File: config.mk
export PLATFORM = sky130hd
export DESIGN_NAME = mesh_seq
export DESIGN_NICKNAME = d
export VERILOG_FILES = /design/src/rtl/mseq_pkg.sv /design/src/rtl/mseq_addr_gen.sv /design/src/rtl/mseq_wdog.sv /design/src/rtl/mseq_bswap.sv /design/src/rtl/mesh_seq.sv
export SDC_FILE = /design/constraint.sdc
export NUM_CORES = 1
export LEC_CHECK = 0
export BUFFER_PORTS_ARGS = -buffer_cell sky130_fd_sc_hd__buf_2
export CORE_UTILIZATION = 51
export CTS_CLUSTER_DIAMETER = 150
export DETAILED_ROUTE_END_ITERATION = 8
export PLACE_DENSITY = 0.78
export SYNTH_ARGS = -nofsm -noshare
export SYNTH_HDL_FRONTEND = slang
export SYNTH_SLANG_ARGS = --single-unit
export TNS_END_PERCENT = 10
File: constraint.sdc
create_clock -name clk -period 4.69 [get_ports clk]
set_clock_uncertainty 0.1 [all_clocks]
set_input_delay 0.2345 -clock clk [delete_from_list [all_inputs] [get_ports clk]]
set_output_delay 0.2345 -clock clk [all_outputs]
set_load 0.005 [all_outputs]
File: src/rtl/mseq_pkg.sv
package mseq_pkg;

    typedef enum logic [2:0] {
        ST_IDLE,
        ST_SETUP,
        ST_RUN,
        ST_WR_A,
        ST_WR_B,
        ST_STEP,
        ST_DONE
    } mseq_state_e;

endpackage

File: src/rtl/mseq_addr_gen.sv
module mseq_addr_gen #(
    parameter int IDX_W      = 7,
    parameter int ADDR_W     = 32,
    parameter int DATA_W     = 32,
    parameter int ROW_PITCH  = 128,
    parameter int VERT_BYTES = 8
) (
    input  logic [ADDR_W-1:0] base_i,
    input  logic [IDX_W-1:0]  x_i,
    input  logic [IDX_W-1:0]  y_i,
    output logic [ADDR_W-1:0] addr_a_o,
    output logic [ADDR_W-1:0] addr_b_o
);
    localparam logic [ADDR_W-1:0] ROW_BYTES  = ADDR_W'(ROW_PITCH * VERT_BYTES);
    localparam logic [ADDR_W-1:0] VTX_BYTES  = ADDR_W'(VERT_BYTES);
    localparam logic [ADDR_W-1:0] WORD_BYTES = ADDR_W'(DATA_W / 8);

    always_comb begin
        addr_a_o = base_i + (ADDR_W'(y_i) * ROW_BYTES) + (ADDR_W'(x_i) * VTX_BYTES);
        addr_b_o = addr_a_o + WORD_BYTES;
    end
endmodule

File: src/rtl/mseq_wdog.sv
module mseq_wdog #(
    parameter int MAX_INSNS = 2048
) (
    input  logic clk,
    input  logic rst_n,
    input  logic clear_i,
    input  logic en_i,
    input  logic step_i,
    output logic trip_o
);
    localparam int WD_W = (MAX_INSNS > 2) ? $clog2(MAX_INSNS) : 1;
    localparam logic [WD_W-1:0] LIMIT = WD_W'(MAX_INSNS - 1);

    logic [WD_W-1:0] cnt_q;

    always_ff @(posedge clk or negedge rst_n) begin
        if (!rst_n)
            cnt_q <= '0;
        else if (clear_i)
            cnt_q <= '0;
        else if (en_i && step_i && cnt_q != LIMIT)
            cnt_q <= cnt_q + 1'b1;
    end

    // the step that would be number MAX_INSNS trips the limit
    assign trip_o = en_i && step_i && (cnt_q == LIMIT);
endmodule

File: src/rtl/mseq_bswap.sv
module mseq_bswap #(
    parameter int DATA_W = 32
) (
    input  logic [DATA_W-1:0] in_i,
    output logic [DATA_W-1:0] out_o
);
    localparam int NBYTES = DATA_W / 8;

    for (genvar i = 0; i < NBYTES; i++) begin : g_byte
        assign out_o[8*i +: 8] = in_i[8*(NBYTES-1-i) +: 8];
    end
endmodule

File: src/rtl/mesh_seq.sv
module mesh_seq
    import mseq_pkg::*;
#(
    parameter int IDX_W      = 7,
    parameter int ADDR_W     = 32,
    parameter int DATA_W     = 32,
    parameter int ROW_PITCH  = 128,
    parameter int VERT_BYTES = 8,
    parameter int MAX_INSNS  = 2048
) (
    input  logic                      clk,
    input  logic                      rst_n,
    input  logic                      start_i,
    input  logic [ADDR_W-1:0]         base_i,
    input  logic [IDX_W-1:0]          hlast_i,
    input  logic [IDX_W-1:0]          vlast_i,
    output logic                      busy_o,
    output logic [IDX_W-1:0]          coord_x_o,
    output logic [IDX_W-1:0]          coord_y_o,
    output logic                      pc_clear_o,
    output logic                      exec_run_o,
    input  logic                      exec_step_i,
    input  logic                      vout_i,
    input  logic [DATA_W-1:0]         word_a_i,
    input  logic [DATA_W-1:0]         word_b_i,
    output logic                      mem_valid_o,
    output logic [ADDR_W-1:0]         mem_addr_o,
    output logic [DATA_W-1:0]         mem_data_o,
    input  logic                      mem_ready_i,
    output logic [ADDR_W-1:0]         last_dma_o,
    output logic [2*(IDX_W+1)-1:0]    vtx_count_o,
    output logic                      error_o,
    output logic                      irq_o
);
    localparam int CNT_W = 2 * (IDX_W + 1);

    mseq_state_e state_q, state_d;

    logic [ADDR_W-1:0] base_q;
    logic [IDX_W-1:0]  hl_q, vl_q, x_q, y_q;
    logic [DATA_W-1:0] wa_q, wb_q;
    logic [ADDR_W-1:0] last_dma_q;
    logic [CNT_W-1:0]  cnt_q;
    logic              err_q;

    logic [ADDR_W-1:0] addr_a, addr_b;
    logic [DATA_W-1:0] swap_a, swap_b;
    logic              wd_trip;
    logic              last_x, last_y;
    logic [CNT_W-1:0]  cols, rows;

    assign last_x = (x_q == hl_q);
    assign last_y = (y_q == vl_q);
    assign cols   = CNT_W'(hl_q) + CNT_W'(1);
    assign rows   = CNT_W'(vl_q) + CNT_W'(1);

    mseq_addr_gen #(
        .IDX_W(IDX_W), .ADDR_W(ADDR_W), .DATA_W(DATA_W),
        .ROW_PITCH(ROW_PITCH), .VERT_BYTES(VERT_BYTES)
    ) u_addr (
        .base_i(base_q), .x_i(x_q), .y_i(y_q),
        .addr_a_o(addr_a), .addr_b_o(addr_b)
    );

    mseq_wdog #(.MAX_INSNS(MAX_INSNS)) u_wdog (
        .clk(clk), .rst_n(rst_n),
        .clear_i(state_q == ST_SETUP),
        .en_i(state_q == ST_RUN && !vout_i),
        .step_i(exec_step_i),
        .trip_o(wd_trip)
    );

    mseq_bswap #(.DATA_W(DATA_W)) u_swap_a (.in_i(wa_q), .out_o(swap_a));
    mseq_bswap #(.DATA_W(DATA_W)) u_swap_b (.in_i(wb_q), .out_o(swap_b));

    // state register
    always_ff @(posedge clk or negedge rst_n) begin
        if (!rst_n) state_q <= ST_IDLE;
        else        state_q <= state_d;
    end

    // next state
    always_comb begin
        state_d = state_q;
        unique case (state_q)
            ST_IDLE:  if (start_i) state_d = ST_SETUP;
            ST_SETUP: state_d = ST_RUN;
            ST_RUN: begin
                if (vout_i)       state_d = ST_WR_A;
                else if (wd_trip) state_d = ST_IDLE;
            end
            ST_WR_A:  if (mem_ready_i) state_d = ST_WR_B;
            ST_WR_B:  if (mem_ready_i) state_d = ST_STEP;
            ST_STEP:  state_d = (last_x && last_y) ? ST_DONE : ST_SETUP;
            ST_DONE:  state_d = ST_IDLE;
            default:  state_d = ST_IDLE;
        endcase
    end

    // outputs
    always_comb begin
        busy_o      = (state_q != ST_IDLE);
        pc_clear_o  = (state_q == ST_SETUP);
        exec_run_o  = (state_q == ST_RUN);
        mem_valid_o = (state_q == ST_WR_A) || (state_q == ST_WR_B);
        mem_addr_o  = (state_q == ST_WR_B) ? addr_b : addr_a;
        mem_data_o  = (state_q == ST_WR_B) ? swap_b : swap_a;
        irq_o       = (state_q == ST_DONE);
        coord_x_o   = x_q;
        coord_y_o   = y_q;
        last_dma_o  = last_dma_q;
        vtx_count_o = cnt_q;
        error_o     = err_q;
    end

    // datapath registers
    always_ff @(posedge clk or negedge rst_n) begin
        if (!rst_n) begin
            base_q     <= '0;
            hl_q       <= '0;
            vl_q       <= '0;
            x_q        <= '0;
            y_q        <= '0;
            wa_q       <= '0;
            wb_q       <= '0;
            last_dma_q <= '0;
            cnt_q      <= '0;
            err_q      <= 1'b0;
        end else begin
            unique case (state_q)
                ST_IDLE: if (start_i) begin
                    base_q <= base_i;
                    hl_q   <= hlast_i;
                    vl_q   <= vlast_i;
                    x_q    <= '0;
                    y_q    <= '0;
                    err_q  <= 1'b0;
                end
                ST_RUN: begin
                    if (vout_i) begin
                        wa_q <= word_a_i;
                        wb_q <= word_b_i;
                    end else if (wd_trip) begin
                        err_q <= 1'b1;
                    end
                end
                ST_WR_B: if (mem_ready_i) last_dma_q <= addr_b;
                ST_STEP: if (!(last_x && last_y)) begin
                    if (last_x) begin
                        x_q <= '0;
                        y_q <= y_q + 1'b1;
                    end else begin
                        x_q <= x_q + 1'b1;
                    end
                end
                ST_DONE: cnt_q <= cols * rows;
                default: ;
            endcase
        end
    end
endmodule

[Word-level counts from Yosys, hierarchy flattened]
Index checks and enable logic that the tools add are counted.
Storage, ports and cells
  register bits: 187
  ROM bits: 0
  bits in latches: 0
  memories: 0
  bits in writable memories: 0
  input port bits: 116
  word-level logic and storage cells: 80
Cells by class
  div/mod/pow operators: 0
  muxes and demuxes: 22
  equal/unequal tests: 18
  add/subtract/negate cells: 8
  bitwise gates (word level): 0
  shift-type cells: 0
  reductions and logical operators: 19
  $mul: 1
  $lt $le $gt $ge: 0
Operators by type and width (count)
  32-bit two-way mux: 2
  7-bit two-way mux: 5
  32-bit by 10-bit adder with 32-bit output: 1
  32-bit by 17-bit adder with 32-bit output: 1
  32-bit by 3-bit adder with 32-bit output (second input constant): 1
  7-bit case mux with 2 select lines: 2
  11-bit two-way mux: 2
  3-bit two-way mux: 6
  3-bit case mux with 6 select lines: 1
  7-bit by 1-bit adder with 8-bit output (second input constant): 2
  8-bit by 8-bit multiplier with 16-bit output: 1
  7-bit by 1-bit adder with 7-bit output (second input constant): 2
  7-bit equality test: 2
  2-bit != test (second input constant): 6
  4-bit AND reduction: 3
  11-bit by 1-bit adder with 11-bit output (second input constant): 1
  11-bit equality test (second input constant): 1
  11-bit != test (second input constant): 1
  3-bit equality test (second input constant): 3
  3-bit by 2-bit equality test with 1-bit output (second input constant): 2
  2-bit AND reduction: 3
  2-bit nonzero test: 3
  1-bit logical AND: 5
  3-bit by 1-bit equality test with 1-bit output (second input constant): 1
  9 further kinds: 11

[Depth between registers and ports, before layout]
  depth in word-level cells: 7
  gate-level depth with buffers: 22
  mapped depth without buffers: 21

[Modules after synthesis]
From an unflattened synthesis, not the netlist that was laid out.
Unflattened totals
  cells, all modules: 1307
  area total of the unflattened synthesis: 12979.9 um^2
Modules (own cells, without submodules)
  mesh_seq: times used 1, area an instance 10057.1 um^2, seq. area each 4404.2 um^2, cells an instance 937
  mseq_addr_gen: times used 1, area an instance 1850.5 um^2, seq. area each 0.0 um^2, cells an instance 245
  mseq_wdog: times used 1, area an instance 591.8 um^2, seq. area each 275.3 um^2, cells an instance 61
  mseq_bswap: times used 2, area an instance 240.2 um^2, seq. area each 0.0 um^2, cells an instance 32

[Worst setup path before layout]
OpenSTA, ideal clock, no wires.
  path kind: register -> register
  start: reg vl_q[1]
  end: reg cnt_q[13] (netlist: vtx_count_o[13])
  data arrival time: 4.697 ns
  buffers on the path: 0
  slack: -0.242 ns
  library setup time: 0.136 ns
  stages on the path, launching flop included: 20
  data required time: 4.454 ns
  cells stage by stage: dfrtp_1 -> ha_1 -> nand3_1 -> or2_2 -> xnor2_1 -> nand2_1 -> fa_1 -> fa_1 -> fa_1 -> fa_1 -> inv_1 -> ha_1 -> inv_1 -> a21oi_1 -> o21ai_0 -> a21oi_1 -> a41oi_1 -> nor2b_1 -> xor2_1 -> o21ai_0
On the way
  cells in the longest elaborated chain, start to end: 2
RTL lines
  start, declared: line mesh_seq.sv:40  | logic [IDX_W-1:0] hl_q, vl_q, x_q, y_q;
  start signal, assigned: line mesh_seq.sv:134  | vl_q <= vlast_i;
  7-bit by 1-bit adder with 8-bit output: line mesh_seq.sv:55  | assign rows = CNT_W'(vl_q) + CNT_W'(1);
  8-bit by 8-bit multiplier with 16-bit output: line mesh_seq.sv:156  | ST_DONE: cnt_q <= cols * rows;
  end signal, assigned: line mesh_seq.sv:156
  end, declared: line mesh_seq.sv:43  | logic [CNT_W-1:0] cnt_q;
Every way passes these cells.
A chain may end at the register's enable or synchronous reset.

[Worst setup path after layout]
Ends and elaborated chain as after synthesis.

==> flow_metrics.py <==
metrics = {
    "worst_hold_path": {
        "min_to": "u_wdog.cnt_q[10]",
        "holdCritStartpoint": "exec_step_i",
        "hold_path.class": "in2reg",
        "whs_path_depth": 5,
    },
    "logic_synthesis": {
        "syn_inst": 1299,
        "synth_top_cell_area_share": 0.377,
        "synth_xor_area_frac": 0.0868,
        "synth_most_common_cell": "nand2_1",
        "synthArstFlopShare": 1.00,
        "synthAdderAreaFrac": 0.116,
        "muxShareOfSynthArea": 0.0998,
        "syn-cell-area_um2": 12400,
        "synth_cell_types": 70,
        "synth_edf_count": 0,
        "synth-seq-cells": 187,
        "synth_fp_nets": 1508,
        "synth_top_area_cell": "dfrtp_1",
        "synth-main-ff-cell": "dfrtp_1",
        "synth-simple-area-share": 0.190,
        "synth_top_family_by_area": "simple AND/OR/NAND/NOR gates",
        "yosys_warnings": 0,
        "synth.yosys.seq_area_share": 0.377,
        "synth_area_leaders": "dfrtp_1, mux2_2, nand2_1",
        "synth_commonest_cells": "nand2_1, dfrtp_1, mux2_2",
        "synth_compound_area_frac": 0.0916,
        "synth_area_per_cell_um2": 9.55,
    },
    "setup_path": {
        "cp.required_ps": 4960,
        "startpoint_type": "register",
        "reg2reg_slack_ps": -70,
        "crit_fanout": 3,
        "crit_arrival_ps": 5040,
        "r2r_cells": 19,
        "crit_path_end_kind": "register",
        "criticalPathCategory": "reg2reg",
        "r2r-end": "vtx_count_o[13]",
        "worstReg2RegStart": "vl_q[1]",
    },
    "global_routing": {
        "grt_busiest_layer": "met2",
        "grt_use_total": 0.280,
        "grt_util_met2": 0.480,
        "grt_pass1_vias": 11014,
        "grt_overflow": 0,
        "antenna_found_initial": 0,
        "use_met3": 0.0531,
        "grt_pass1_wl_um": 54600,
        "grt_use_met1": 0.356,
        "grt_start_max_net_pins": 95,
    },
    "sta": {
        "hold_violations": 0,
        "timing.final.ws_setup_ps": -71.8,
        "worstMarginPinSlew_ps": 981,
        "drv_slew": 0,
        "fmax_ghz": 0.210,
        "fin_crit_sh": 1.02,
        "period_minus_slack_ps": 4760,
        "slew_headroom": 0.344,
        "rsz0062_at_grt": "true",
        "setup_viol": 2,
    },
    "final_layout": {
        "drive_gt1_frac": 0.323,
        "area_delta_synth_final_pct": 33.4,
        "fill_cells": 1804,
        "num_antenna_cells": 0,
        "multiInputGateArea_um2": 7560,
        "regArea_um2": 4680,
        "fin_nets": 1916,
        "fin_cells": 2039,
        "finish.utilization": 0.699,
    },
    "run_status": {
        "status": "finished with violations",
        "violations": "negative setup slack",
    },
    "drt": {
        "detail_route.wl_per_cell_um": 16.9,
        "via_count": 11014,
        "drtIter0Drc": 647,
        "drtAntennaViolNets": 0,
        "wl_um": 34400,
        "drc": 0,
        "vias_per_cell": 5.40,
        "drt_first_pass_iters": 5,
    },
    "power_and_ir_drop": {
        "p_per_area_nw_per_um2": 971,
        "pwr-share-seq": 0.176,
        "p_sw_frac": 0.457,
        "clockPowerShare": 0.101,
        "power.total_w": 0.0161,
        "p_int_w": 0.00873,
        "power.net_switching_w": 0.00733,
        "vdd_ir_drop_max_v": 0.00154,
        "power_frac_comb": 0.723,
        "p_leak_nw": 7.95,
    },
    "die": {
        "ios": 248,
        "num_rows": 56,
        "die_h_um": 158,
        "die_area_um2": 25000,
        "initial_core_util": 0.524,
        "core-area_um2": 23700,
        "die_x_um": 158,
    },
    "clock_network": {
        "cts-root-buf": "clkbuf_16",
        "insertion_delay_ps": 440,
        "cts_buffers": 17,
        "cts_sinks": 187,
        "htree_levels": 4,
        "path_clk_slew_ps": 90,
        "cts_buffer_depth": 2,
        "cts_tree": "built",
    },
    "placement": {
        "hpwlAfterDp_um": 23900,
        "io_buffers": 247,
        "placedCellCount": 1892,
        "gp_congestion": 0.882,
    },
    "job": {
        "maxCapViolCount": 0,
    },
}
[power groups by stage]
stage	clock, W	sequential [W]	combinational (W)
6_report	0.00162	0.00284	0.0116
2_1_floorplan	0	0.00271	0.00675
3_3_place_gp	0	0.00277	0.00975
3_5_place_dp	0	0.00281	0.0101
4_1_cts	0.00163	0.00278	0.0103
5_1_grt	0.00170	0.00292	0.0129
[flip-flops by register name, indices dropped and copies added, names as in the netlist]
signal	cells
base_q	32
last_dma_o	32
wa_q	32
wb_q	32
vtx_count_o	16
u_wdog.cnt_q	11
coord_x_o	7
coord_y_o	7
hl_q	7
vl_q	7
state_q	3
error_o	1
[how the worst max path moves through the flow]
stage	start	to	slack (ps)	depth (start not counted)
floorplan	vl_q[1]	vtx_count_o[14]	-8	18
global placement	hl_q[0]	vtx_count_o[13]	-90	19
detailed placement	vl_q[0]	vtx_count_o[13]	-220	19
CTS	vl_q[1]	vtx_count_o[13]	-120	19
global route	vl_q[1]	vtx_count_o[14]	-280	23
finish	vl_q[1]	vtx_count_o[13]	-70	19
[cells in the final DEF (no fill, tap or decap), drive strengths merged, types with 4 or more instances in the layout]
| cell | count |
|---|---|
| buf | 327 |
| nand2 | 225 |
| dfrtp | 187 |
| dlygate4sd3 | 112 |
| mux2 | 110 |
| nor2 | 91 |
| inv | 82 |
| xnor2 | 68 |
| o21ai | 66 |
| ha | 56 |
| xor2 | 52 |
| nand3 | 41 |
| a21oi | 39 |
| fa | 37 |
| nand4 | 21 |
| clkbuf | 18 |
| and2 | 17 |
| nand2b | 14 |
| or3 | 13 |
| and3 | 13 |
| a211oi | 12 |
| a21o | 11 |
| nor3 | 11 |
| nor2b | 9 |
| or2 | 9 |
| o31ai | 9 |
| nor4 | 8 |
| o211ai | 7 |
| nand3b | 5 |
| a211o | 5 |
| clkinv | 4 |
| and4 | 4 |
[worst max-delay path: stages (launching register included)]
cell     delay [ps]
dfrtp_1         410
ha_4            180
nand3_4          90
or2_4           310
xnor2_2         160
nand2_1          90
fa_1            460
fa_1            550
fa_1            450
fa_1            500
inv_1            60
ha_4            260
inv_2            50
a21oi_4         130
o21ai_2          90
a21oi_2         180
a41oi_2         170
nor2b_4         160
xor2_1          150
o21ai_1         130
[layout make-up]
cell class / count / share of cell area
multi-input combinational: 990 / 0.457
tap: 319 / 0.0241
timing repair buffer: 440 / 0.181
clock buffer: 17 / 0.0257
clock inverter: 15 / 0.0138
inverter: 71 / 0.0161
sequential: 187 / 0.283
[routing by layer]
metal | vias to the layer above | share of wire
li1 | 5233 | -
met3 | 67 | 0.054
met4 | 0 | 0.022
met2 | 354 | 0.50
met1 | 5360 | 0.43
met5 | - | 0
[what timing repair did]
item,4_1_cts,5_1_grt
pin swaps,2,23
resized for setup,8,42
cloned,0,0
endpoints found under the hold margin,203,0
endpoints found under the setup margin,8,13
buffers inserted,0,3
hold buffers,112,0
[per-stage QoR]
| step | instance area (um^2) | setup TNS, ps | setup slack (ps) | hold WS, ps |
|---|---|---|---|---|
| detailed placement | 14500 | -551 | -224 | 263 |
| finish | 16600 | -108 | -71.8 | 67.7 |
| global placement | 14500 | -201 | -85.9 | 262 |
| CTS | 16300 | -330 | -122 | 53.0 |
| global route | 16600 | -1650 | -284 | 108 |
| floorplan | 12500 | -8.06 | -8.06 | -161 |
[logic make-up (layout without fill, tap and decap cells)]
kind of cell	count (synthesis)	in the layout
flops	187	187
mux	110	110
simple gates	492	492
buf+inv	122	543
xor+xnor	120	120
fa+ha+maj	93	93
compound gates	175	175
Power figures use the tool's default switching activity.
